### config.mk
export PLATFORM = sky130hd
export DESIGN_NAME = dual_page_tlb
export DESIGN_NICKNAME = d
export VERILOG_FILES = /design/src/rtl/dual_page_tlb.sv
export SDC_FILE = /design/constraint.sdc
export NUM_CORES = 2
export LEC_CHECK = 0
export BUFFER_PORTS_ARGS = -buffer_cell sky130_fd_sc_hd__buf_2
export CAP_MARGIN = 0
export CORE_MARGIN = 1
export CORE_UTILIZATION = 56
export CTS_CLUSTER_SIZE = 12
export DETAILED_ROUTE_END_ITERATION = 7
export PLACE_DENSITY = 0.72
export SYNTH_ARGS = -nofsm -noshare
export SYNTH_HDL_FRONTEND = slang
export SYNTH_SLANG_ARGS = --single-unit
### constraint.sdc
create_clock -name clk -period 6.3 [get_ports clk]
set_input_delay 1.575 -clock clk [delete_from_list [all_inputs] [get_ports clk]]
set_output_delay 1.575 -clock clk [all_outputs]
set_load 0.02 [all_outputs]
### src/rtl/dual_page_tlb.sv
module dual_page_tlb #(
  parameter int VA_W        = 32,
  parameter int PA_W        = 32,
  parameter int SMALL_SHIFT = 12,
  parameter int LARGE_SHIFT = 16,
  parameter int WAYS        = 8,
  parameter int S_BANKS     = 2,
  parameter int L_BANKS     = 4
)(
  input  logic                        clk,
  input  logic                        rst_n,
  input  logic                        flush,
  input  logic                        req_valid,
  input  logic [VA_W-1:0]             req_va,
  output logic                        resp_valid,
  output logic                        resp_hit,
  output logic [PA_W-1:0]             resp_pa,
  output logic                        refill_req,
  output logic [VA_W-LARGE_SHIFT-1:0] refill_vpn,
  input  logic                        refill_valid,
  input  logic [PA_W-LARGE_SHIFT-1:0] refill_ppn
);
  localparam int LV_W  = VA_W - LARGE_SHIFT;
  localparam int LP_W  = PA_W - LARGE_SHIFT;
  localparam int SV_W  = VA_W - SMALL_SHIFT;
  localparam int SP_W  = PA_W - SMALL_SHIFT;
  localparam int SUB_W = LARGE_SHIFT - SMALL_SHIFT;
  localparam int IDX_W = $clog2(WAYS);
  localparam int SB_W  = $clog2(S_BANKS);
  localparam int LB_W  = $clog2(L_BANKS);

  logic [WAYS-1:0]  l_val [L_BANKS];
  logic [WAYS-1:0]  l_rec [L_BANKS];
  logic [LV_W-1:0]  l_tag [L_BANKS][WAYS];
  logic [LP_W-1:0]  l_ppn [L_BANKS][WAYS];
  logic [SUB_W-1:0] l_sub [L_BANKS][WAYS];
  logic [WAYS-1:0]  s_val [S_BANKS];
  logic [WAYS-1:0]  s_rec [S_BANKS];
  logic [SV_W-1:0]  s_tag [S_BANKS][WAYS];
  logic [SP_W-1:0]  s_ppn [S_BANKS][WAYS];
  logic [SUB_W-1:0] pend_sub;

  function automatic logic [IDX_W-1:0] pick(input logic [WAYS-1:0] v, input logic [WAYS-1:0] r);
    logic [IDX_W-1:0] k;
    k = '0;
    for (int i = WAYS - 1; i >= 0; i--) if (!r[i]) k = IDX_W'(i);
    for (int i = WAYS - 1; i >= 0; i--) if (!v[i]) k = IDX_W'(i);
    return k;
  endfunction

  function automatic logic [WAYS-1:0] touch(input logic [WAYS-1:0] r, input logic [IDX_W-1:0] i);
    logic [WAYS-1:0] one, n;
    one = '0;
    one[i] = 1'b1;
    n = r | one;
    if (&n) n = one;
    return n;
  endfunction

  wire [LB_W-1:0]  lb       = req_va[LARGE_SHIFT +: LB_W];
  wire [SB_W-1:0]  sb       = req_va[SMALL_SHIFT +: SB_W];
  wire [LV_W-1:0]  req_lvpn = req_va[VA_W-1:LARGE_SHIFT];
  wire [SV_W-1:0]  req_svpn = req_va[VA_W-1:SMALL_SHIFT];
  wire [SUB_W-1:0] req_sub  = req_va[LARGE_SHIFT-1:SMALL_SHIFT];
  wire             accept   = req_valid && !refill_req;
  wire [LB_W-1:0]  rb       = refill_vpn[LB_W-1:0];

  logic             l_hit, s_hit, dup_hit;
  logic [IDX_W-1:0] l_idx, s_idx, dup_idx;

  always_comb begin
    l_hit = 1'b0; l_idx = '0;
    s_hit = 1'b0; s_idx = '0;
    for (int i = 0; i < WAYS; i++) begin
      if (l_val[lb][i] && l_tag[lb][i] == req_lvpn) begin l_hit = 1'b1; l_idx = IDX_W'(i); end
      if (s_val[sb][i] && s_tag[sb][i] == req_svpn) begin s_hit = 1'b1; s_idx = IDX_W'(i); end
    end
  end

  wire [IDX_W-1:0] ev_idx  = pick(l_val[rb], l_rec[rb]);
  wire             ev_live = l_val[rb][ev_idx];
  wire [SV_W-1:0]  ev_svpn = {l_tag[rb][ev_idx], l_sub[rb][ev_idx]};
  wire [SP_W-1:0]  ev_sppn = {l_ppn[rb][ev_idx], l_sub[rb][ev_idx]};
  wire [SB_W-1:0]  eb      = ev_svpn[SB_W-1:0];

  always_comb begin
    dup_hit = 1'b0; dup_idx = '0;
    for (int i = 0; i < WAYS; i++)
      if (s_val[eb][i] && s_tag[eb][i] == ev_svpn) begin dup_hit = 1'b1; dup_idx = IDX_W'(i); end
  end

  wire [IDX_W-1:0] s_slot = dup_hit ? dup_idx : pick(s_val[eb], s_rec[eb]);

  always_ff @(posedge clk or negedge rst_n) begin
    if (!rst_n) begin
      resp_valid <= 1'b0;
      resp_hit   <= 1'b0;
      resp_pa    <= '0;
      refill_req <= 1'b0;
      refill_vpn <= '0;
      pend_sub   <= '0;
      for (int b = 0; b < L_BANKS; b++) begin
        l_val[b] <= '0;
        l_rec[b] <= '0;
        for (int i = 0; i < WAYS; i++) begin
          l_tag[b][i] <= '0; l_ppn[b][i] <= '0; l_sub[b][i] <= '0;
        end
      end
      for (int b = 0; b < S_BANKS; b++) begin
        s_val[b] <= '0;
        s_rec[b] <= '0;
        for (int i = 0; i < WAYS; i++) begin
          s_tag[b][i] <= '0; s_ppn[b][i] <= '0;
        end
      end
    end else if (flush) begin
      resp_valid <= 1'b0;
      resp_hit   <= 1'b0;
      resp_pa    <= '0;
      refill_req <= 1'b0;
      for (int b = 0; b < L_BANKS; b++) begin l_val[b] <= '0; l_rec[b] <= '0; end
      for (int b = 0; b < S_BANKS; b++) begin s_val[b] <= '0; s_rec[b] <= '0; end
    end else begin
      resp_valid <= accept;
      if (accept) begin
        resp_hit <= s_hit || l_hit;
        if (s_hit)      resp_pa <= {s_ppn[sb][s_idx], req_va[SMALL_SHIFT-1:0]};
        else if (l_hit) resp_pa <= {l_ppn[lb][l_idx], req_va[LARGE_SHIFT-1:0]};
        else            resp_pa <= '0;
        if (s_hit) s_rec[sb] <= touch(s_rec[sb], s_idx);
        if (l_hit) begin
          l_rec[lb]        <= touch(l_rec[lb], l_idx);
          l_sub[lb][l_idx] <= req_sub;
        end
        if (!s_hit && !l_hit) begin
          refill_req <= 1'b1;
          refill_vpn <= req_lvpn;
          pend_sub   <= req_sub;
        end
      end
      if (refill_req && refill_valid) begin
        refill_req          <= 1'b0;
        l_val[rb][ev_idx]   <= 1'b1;
        l_tag[rb][ev_idx]   <= refill_vpn;
        l_ppn[rb][ev_idx]   <= refill_ppn;
        l_sub[rb][ev_idx]   <= pend_sub;
        l_rec[rb]           <= touch(l_rec[rb], ev_idx);
        if (ev_live) begin
          s_val[eb][s_slot] <= 1'b1;
          s_tag[eb][s_slot] <= ev_svpn;
          s_ppn[eb][s_slot] <= ev_sppn;
          s_rec[eb]         <= touch(s_rec[eb], s_slot);
        end
      end
    end
  end
endmodule


# Word-level counts from Yosys, hierarchy flattened
# Index checks and enable logic that the tools add are counted.
op_classes:
  add_sub_neg: 0
  multipliers: 0
  div_mod_pow: 0
  order_cmp: 23
  eq_ne: 24
  n_shift: 0
  mux: 235
  n_bitwise: 15
  reduce_logical: 56
op_table:
  columns: ["operator", "n"]
  rows:
  - ["2-to-1 mux 128 bit", 13]
  - ["2-to-1 mux 160 bit", 10]
  - ["binary-select mux 128 bit (select 2 bit)", 4]
  - ["bitwise mux 512 bit", 2]
  - ["bitwise mux 320 bit", 2]
  - ["2-to-1 mux 32 bit", 15]
  - ["2-to-1 mux 8 bit", 41]
  - ["== test 20 bit", 16]
  - ["bitwise mux 128 bit", 2]
  - ["demux 128 bit (select 2 bit)", 1]
  - ["2-to-1 mux 16 bit", 16]
  - ["demux 160 bit (select 1 bit)", 1]
  - ["2-to-1 mux 3 bit", 50]
  - ["binary-select mux 16 bit (select 3 bit)", 3]
  - ["demux 32 bit (select 2 bit)", 2]
  - ["== test 16 bit", 8]
  - ["binary-select mux 32 bit (select 2 bit)", 1]
  - ["binary-select mux 8 bit (select 2 bit)", 4]
  - ["bitwise mux 32 bit", 2]
  - ["binary-select mux 20 bit (select 3 bit)", 1]
  - ["demux 20 bit (select 3 bit)", 1]
  - ["2-to-1 mux 20 bit", 3]
  - ["demux 16 bit (select 3 bit)", 1]
  - ["demux 8 bit (select 2 bit)", 3]
  - ["32 further kinds", 151]
word_totals:
  reg_bits: 1943
  latchBits: 0
  ramBits: 0
  romBits: 0
  input_bits: 53
  out_inout_bits: 51
  wordCells: 499
  memories: 0

# Depth between registers and ports, before layout
logic_depth:
  depth_word: 59
  ltp_mapped: 28

# Least setup slack after synthesis
# Ideal clock, no wire load.
synth_timing:
  path_kind: "input to register"
  from: "input req_va[12]"
  to: "register resp_pa[25]"
  setup_ns: 0.121
  arrival_ns: 6.312
  slack_ns: -0.133
  cell_stages: 19
  cell_sequence: "clkbuf_1 buf_2 buf_2 buf_1 buf_1 buf_1 mux2i_1 xnor2_1 nor3_1 nand4_1 nor2_1 o31ai_1 clkbuf_1 buf_1 mux4_2 mux2_2 o21ai_0 a21oi_1 a22o_1"
synth_between:
  elab_chain_len: 20
  word_cells_on_any_way: 48
synth_lines:
  columns: ["element", "line", "source"]
  rows:
  - ["start, declared", "14", "input logic [VA_W-1:0] req_va,"]
  - ["inverter 1 -> 2 bit (not written as such)", "76, 127", null]
  - ["2-to-1 mux 160 bit (not written as such) (3 in a row)", "76", "if (s_val[sb][i] && s_tag[sb][i] == req_svpn) begin s_hit = 1'b1; s_idx = IDX_W'(i); end"]
  - ["== test 20 bit", "76", null]
  - ["logical AND 1 bit", "76", null]
  - ["2-to-1 mux 1 bit", "76", null]
  - ["2-to-1 mux 3 bit (6 in a row)", "76", null]
  - ["inverter 3 -> 4 bit (not written as such)", "127", "if (s_hit) resp_pa <= {s_ppn[sb][s_idx], req_va[SMALL_SHIFT-1:0]};"]
  - ["binary-select mux 20 bit (select 3 bit)", "127", null]
  - ["2-to-1 mux 20 bit (not written as such) (2 in a row)", "127", null]
  - ["2-to-1 mux 32 bit (*)", "127", null]
  - ["2-to-1 mux 32 bit (*)", "125", "if (accept) begin"]
  - ["2-to-1 mux 32 bit (*)", "116", "end else if (flush) begin"]
  - ["end signal, assigned", "127", null]
  - ["end signal, assigned", "128", "else if (l_hit) resp_pa <= {l_ppn[lb][l_idx], req_va[LARGE_SHIFT-1:0]};"]
  - ["end, declared", "17", "output logic [PA_W-1:0] resp_pa,"]
# Mark *: on every way between the ends. The rest lies on a longest branch, timed or not. The select of a mux whose other input is x is not followed.
# A chain may end at the register's enable or synchronous reset.

# Worst setup path after layout
layout_timing:
  from: "register refill_vpn[0]"
  to: "register s_rec[12] (netlist bit)"
layout_between:
  elab_chain_len: 59
  word_cells_on_any_way: 116
layout_lines:
  columns: ["element", "line", "source"]
  rows:
  - ["start, declared", "19", "output logic [VA_W-LARGE_SHIFT-1:0] refill_vpn,"]
  - ["start signal, assigned", "137", "refill_vpn <= req_lvpn;"]
  - ["inverter 2 -> 3 bit (not written as such) (*)", "80, 81, 82", null]
  - ["binary-select mux 8 bit (select 2 bit)", "80", "wire [IDX_W-1:0] ev_idx = pick(l_val[rb], l_rec[rb]);"]
  - ["2-to-1 mux 8 bit (not written as such) (2 in a row)", "80", null]
  - ["2-to-1 mux 3 bit (8 in a row)", "46", "for (int i = WAYS - 1; i >= 0; i--) if (!r[i]) k = IDX_W'(i);"]
  - ["2-to-1 mux 3 bit (8 in a row)", "47", "for (int i = WAYS - 1; i >= 0; i--) if (!v[i]) k = IDX_W'(i);"]
  - ["inverter 3 -> 4 bit (not written as such)", "82", "wire [SV_W-1:0] ev_svpn = {l_tag[rb][ev_idx], l_sub[rb][ev_idx]};"]
  - ["binary-select mux 4 bit (select 3 bit)", "82", null]
  - ["2-to-1 mux 4 bit (not written as such) (2 in a row)", "82", null]
  - ["[27 not listed]", null, null]
  - ["2-to-1 mux 8 bit", "56", "if (&n) n = one;"]
  - ["2-to-1 mux 8 bit", "148", "if (ev_live) begin"]
  - ["2-to-1 mux 8 bit", "141", "if (refill_req && refill_valid) begin"]
  - ["2-to-1 mux 8 bit", "116", null]
  - ["bitwise mux 16 bit", "152", "s_rec[eb] <= touch(s_rec[eb], s_slot);"]
  - ["2-to-1 mux 16 bit (*)", "148", null]
  - ["2-to-1 mux 16 bit (*)", "141", null]
  - ["2-to-1 mux 16 bit (*)", "116", null]
  - ["end signal, assigned by index", "130", "if (s_hit) s_rec[sb] <= touch(s_rec[sb], s_idx);"]
  - ["end signal, assigned by index", "152", null]
  - ["end, declared", "38", "logic [WAYS-1:0] s_rec [S_BANKS];"]
# Marks and branches as above.

==> results.yml <==
status:
  status: "finished with violations"
  violations: "negative setup slack"
critical_path:
  cp-end-kind: "flip-flop"
  crit_cells: 25
  crit_slowest_cell: "a2111oi_0"
  r2r_slack_ns: -0.16
  cp_top_family: "compound AO/OA/AOI/OAI gates"
  critPathKind: "flip-flop to flip-flop"
  r2r_cells: 25
  worstPathMaxFanout: 9
  worstSetupEndpoint: "s_rec[12]"
  required_ns: 7.04
  cp-startpoint: "refill_vpn[0]"
  cpPeakStageDelay_ns: 0.58
  worstPathArrival_ns: 7.20
  critPathMostFrequentCell: "buf_4"
  worst_setup_path_start_kind: "flip-flop"
  reg2reg_from: "refill_vpn[0]"
  r2r_end: "s_rec[12]"
  path_buf_inv: 8
logic_synthesis:
  synth_flop_cell: "dfrtp_1"
  avgSynthCellArea_um2: 12.0
  synthAdderAreaFrac_pct: 0
  synth_nets: 8597
  synth_area_um2: 103000
  async_flop_share_pct: 100
  ys_types: 100
  synth_top_family_by_area: "multiplexers"
  synthSimpleGateAreaFrac_pct: 8.58
  ys.warnings.count: 0
  synthCells: 8544
  synth.ff_latch_count: 1879
  synthXorXnorAreaFrac_pct: 2.97
  synthMuxAreaShare_pct: 31.1
  yosysSeqAreaShare_pct: 45.7
  synth_edf_count: 0
  synth_compound_area_share_pct: 8.11
clock_tree:
  cts_tree: "yes"
  path_clk_slew_ns: 0.06
  cts.sinks: 1879
  cts_hold_buf: 0
  cts_buffers: 203
  clock_latency_ns: 0.89
  cts_buffer_depth: 3
  cts_max_level: 4
  cts_root_buffer: "clkbuf_16"
timing:
  maxSlewViolCount: 0
  worst_slew_pin_slew_ns: 1.31
  setup_ws_ns: -0.162
  rsz0062_at_grt: "true"
  final-hold-violation-count: 0
  period_needed_ns: 6.46
  setup-violations-final: 44
  max_freq_mhz: 155
  slew_headroom_pct: 12.4
  timing.hold.ws_ns: 0.471
  fin_crit_sh_pct: 103
  fin_tns_setup_ns: -2.83
  skew_ns: 0.0419
route:
  drc: 0
  wl_per_cell_um: 32.7
  num_vias: 80798
  final_antenna_net_count: 0
  drt_wl_total_um: 382000
  routed_via_density: 6.92
  dr.pass1.iters: 8
  dr.first_iter.drc_count: 10517
cells_and_area:
  area_growth_pct: 17.4
  finalCoreUtilization_pct: 66.5
  final_net_count: 9119
  drive_gt1_share_pct: 38.6
  layout_commonest_cell: "dfrtp_1"
  mostFrequentLayoutCells: "dfrtp_1, mux2_2, nand2_1"
global_routing:
  track_usage_pct: 41.1
  overflow: 0
  grt_first_pass_wirelength_um: 557000
  first_global_vias: 80834
  grt_start_max_net_pins: 168
  antenna_found_initial: 16
power_and_ir_drop:
  p_total_mw: 33.5
  power.leakage_nw: 55.9
  power_density_nw_per_um2: 277
  vdd_ir_drop_max_mv: 0.239
die:
  coreArea_um2: 182000
  ios: 104
  die_w_um: 431
  start_util_pct: 56.6
  dieArea_um2: 186000
  die_h_um: 431
  rows: 156
worst_hold_path:
  hp-class: "flip-flop to flip-flop"
placed_design:
  io_buffers: 103
  hpwlAfterDp_um: 256000
  pre_cts_ws_ns: -0.701
  gp_congestion: 1.05
job:
  drv_cap: 0
[cell families (layout without fill, tap and decap cells)]
group | count (synthesis) | count (layout)
AOI/OAI and AO/OA | 1303 | 1303
xor gates and xnor gates | 349 | 349
buffers and inverters | 882 | 1562
DFF | 1879 | 1879
muxes | 2241 | 2241
other | 0 | 9
and+or+nand+nor | 1890 | 1890
[flip-flops by register name, summed over array words and instances (netlist names), 32 cells and up]
| register | flops |
|---|---|
| l_ppn | 512 |
| l_rec | 32 |
| l_sub | 128 |
| l_tag | 512 |
| l_val | 32 |
| resp_pa | 32 |
| s_ppn | 256 |
| s_tag | 320 |
[cell usage after synthesis (12+ instances only)]
master,count,share of area [%]
mux2_2,1262,14
or2_2,29,0.18
xnor2_1,260,2.2
mux2i_1,276,2.7
clkbuf_1,480,1.8
o221ai_1,12,0.10
o31a_1,14,0.12
a2111oi_0,25,0.21
nor2b_1,45,0.27
o211ai_1,37,0.27
buf_2,117,0.57
dfrtp_1,1879,46
a31oi_1,38,0.23
o31ai_1,57,0.42
mux4_2,631,14
a211oi_1,41,0.30
o21a_1,16,0.12
o2111ai_1,15,0.13
o21ai_0,279,1.4
nor3b_1,15,0.11
nand4_1,107,0.65
a21boi_0,17,0.12
and2_1,42,0.26
a22o_1,29,0.25
nand3_1,86,0.42
and4_1,27,0.23
and3_1,49,0.30
a21oi_1,368,1.8
o22ai_1,126,0.77
a22oi_1,64,0.47
a21o_1,28,0.20
nor4_1,88,0.53
nand2_1,881,3.2
nor3_1,73,0.35
inv_1,94,0.34
nor2_1,335,1.2
buf_4,46,0.34
o21ai_1,13,0.063
mux2_1,72,0.79
buf_1,130,0.47
xor2_1,89,0.76
nand2b_1,41,0.25
or3_1,25,0.15
[stage by stage]
| step | std cells | area (um2) |
|---|---|---|
| final | 11682 | 121000 |
| after global routing | 11675 | 121000 |
| after CTS | 11616 | 119000 |
| after detailed placement | 11243 | 112000 |
| after global placement | 11243 | 112000 |
| after floorplan | 8544 | 103000 |
[how the worst min path moves through the flow]
stage | startpoint | endpoint | slack, ns | depth (start not counted)
after floorplan | l_tag[193] | l_tag[193] | 0.43 | 2
after global placement | l_tag[193] | l_tag[193] | 0.44 | 2
after detailed placement | l_sub[51] | l_sub[51] | 0.46 | 2
after CTS | l_tag[193] | l_tag[193] | 0.47 | 2
after global routing | l_tag[193] | l_tag[193] | 0.48 | 2
final | l_tag[193] | l_tag[193] | 0.47 | 2
[area by class of cell]
class	count	area, um2
inverter	102	384
tap	2449	3060
multi-input combinational	5783	53500
clock buffer	310	5910
timing repair buffer	1097	10300
sequential	1879	47000
fill	13204	60900
clock inverter	53	612
antenna	9	22.5
[metal layers]
metal  global-route usage [%]  routed length (um)  part of all wire [%]
met1                     54.5              142000                    37
met3                     12.2               46200                    12
met4                     24.8               28100                   7.3
met5                        0                  91                 0.024
met2                     59.7              166000                    44
[repair_timing]
action / CTS / global route
buffers inserted: 8 / 46
gates resized for setup: 28 / 187
hold endpoints to repair: 0 / 0
pin swaps: 6 / 49
gates cloned: 2 / 12
endpoints found under the setup margin: 608 / 602
[worst reg2reg max path: cells and delay by family (launching register included)]
family	cells	cell delay (ns)
AOI/OAI and AO/OA	8	1.95
xor gates and xnor gates	1	0.17
buffers and inverters	8	1.52
DFF	1	0.47
muxes	2	0.77
and+or+nand+nor	6	1.44
[power by group]
part / internal [mW] / switching [mW] / leakage, nW
logic: 3.60 / 5.22 / 26.8
registers: 12.4 / 0.343 / 25.9
clock network: 6.78 / 5.13 / 3.21
total: 22.8 / 10.7 / 55.9
Note: power is estimated with default switching activity, not from simulation.
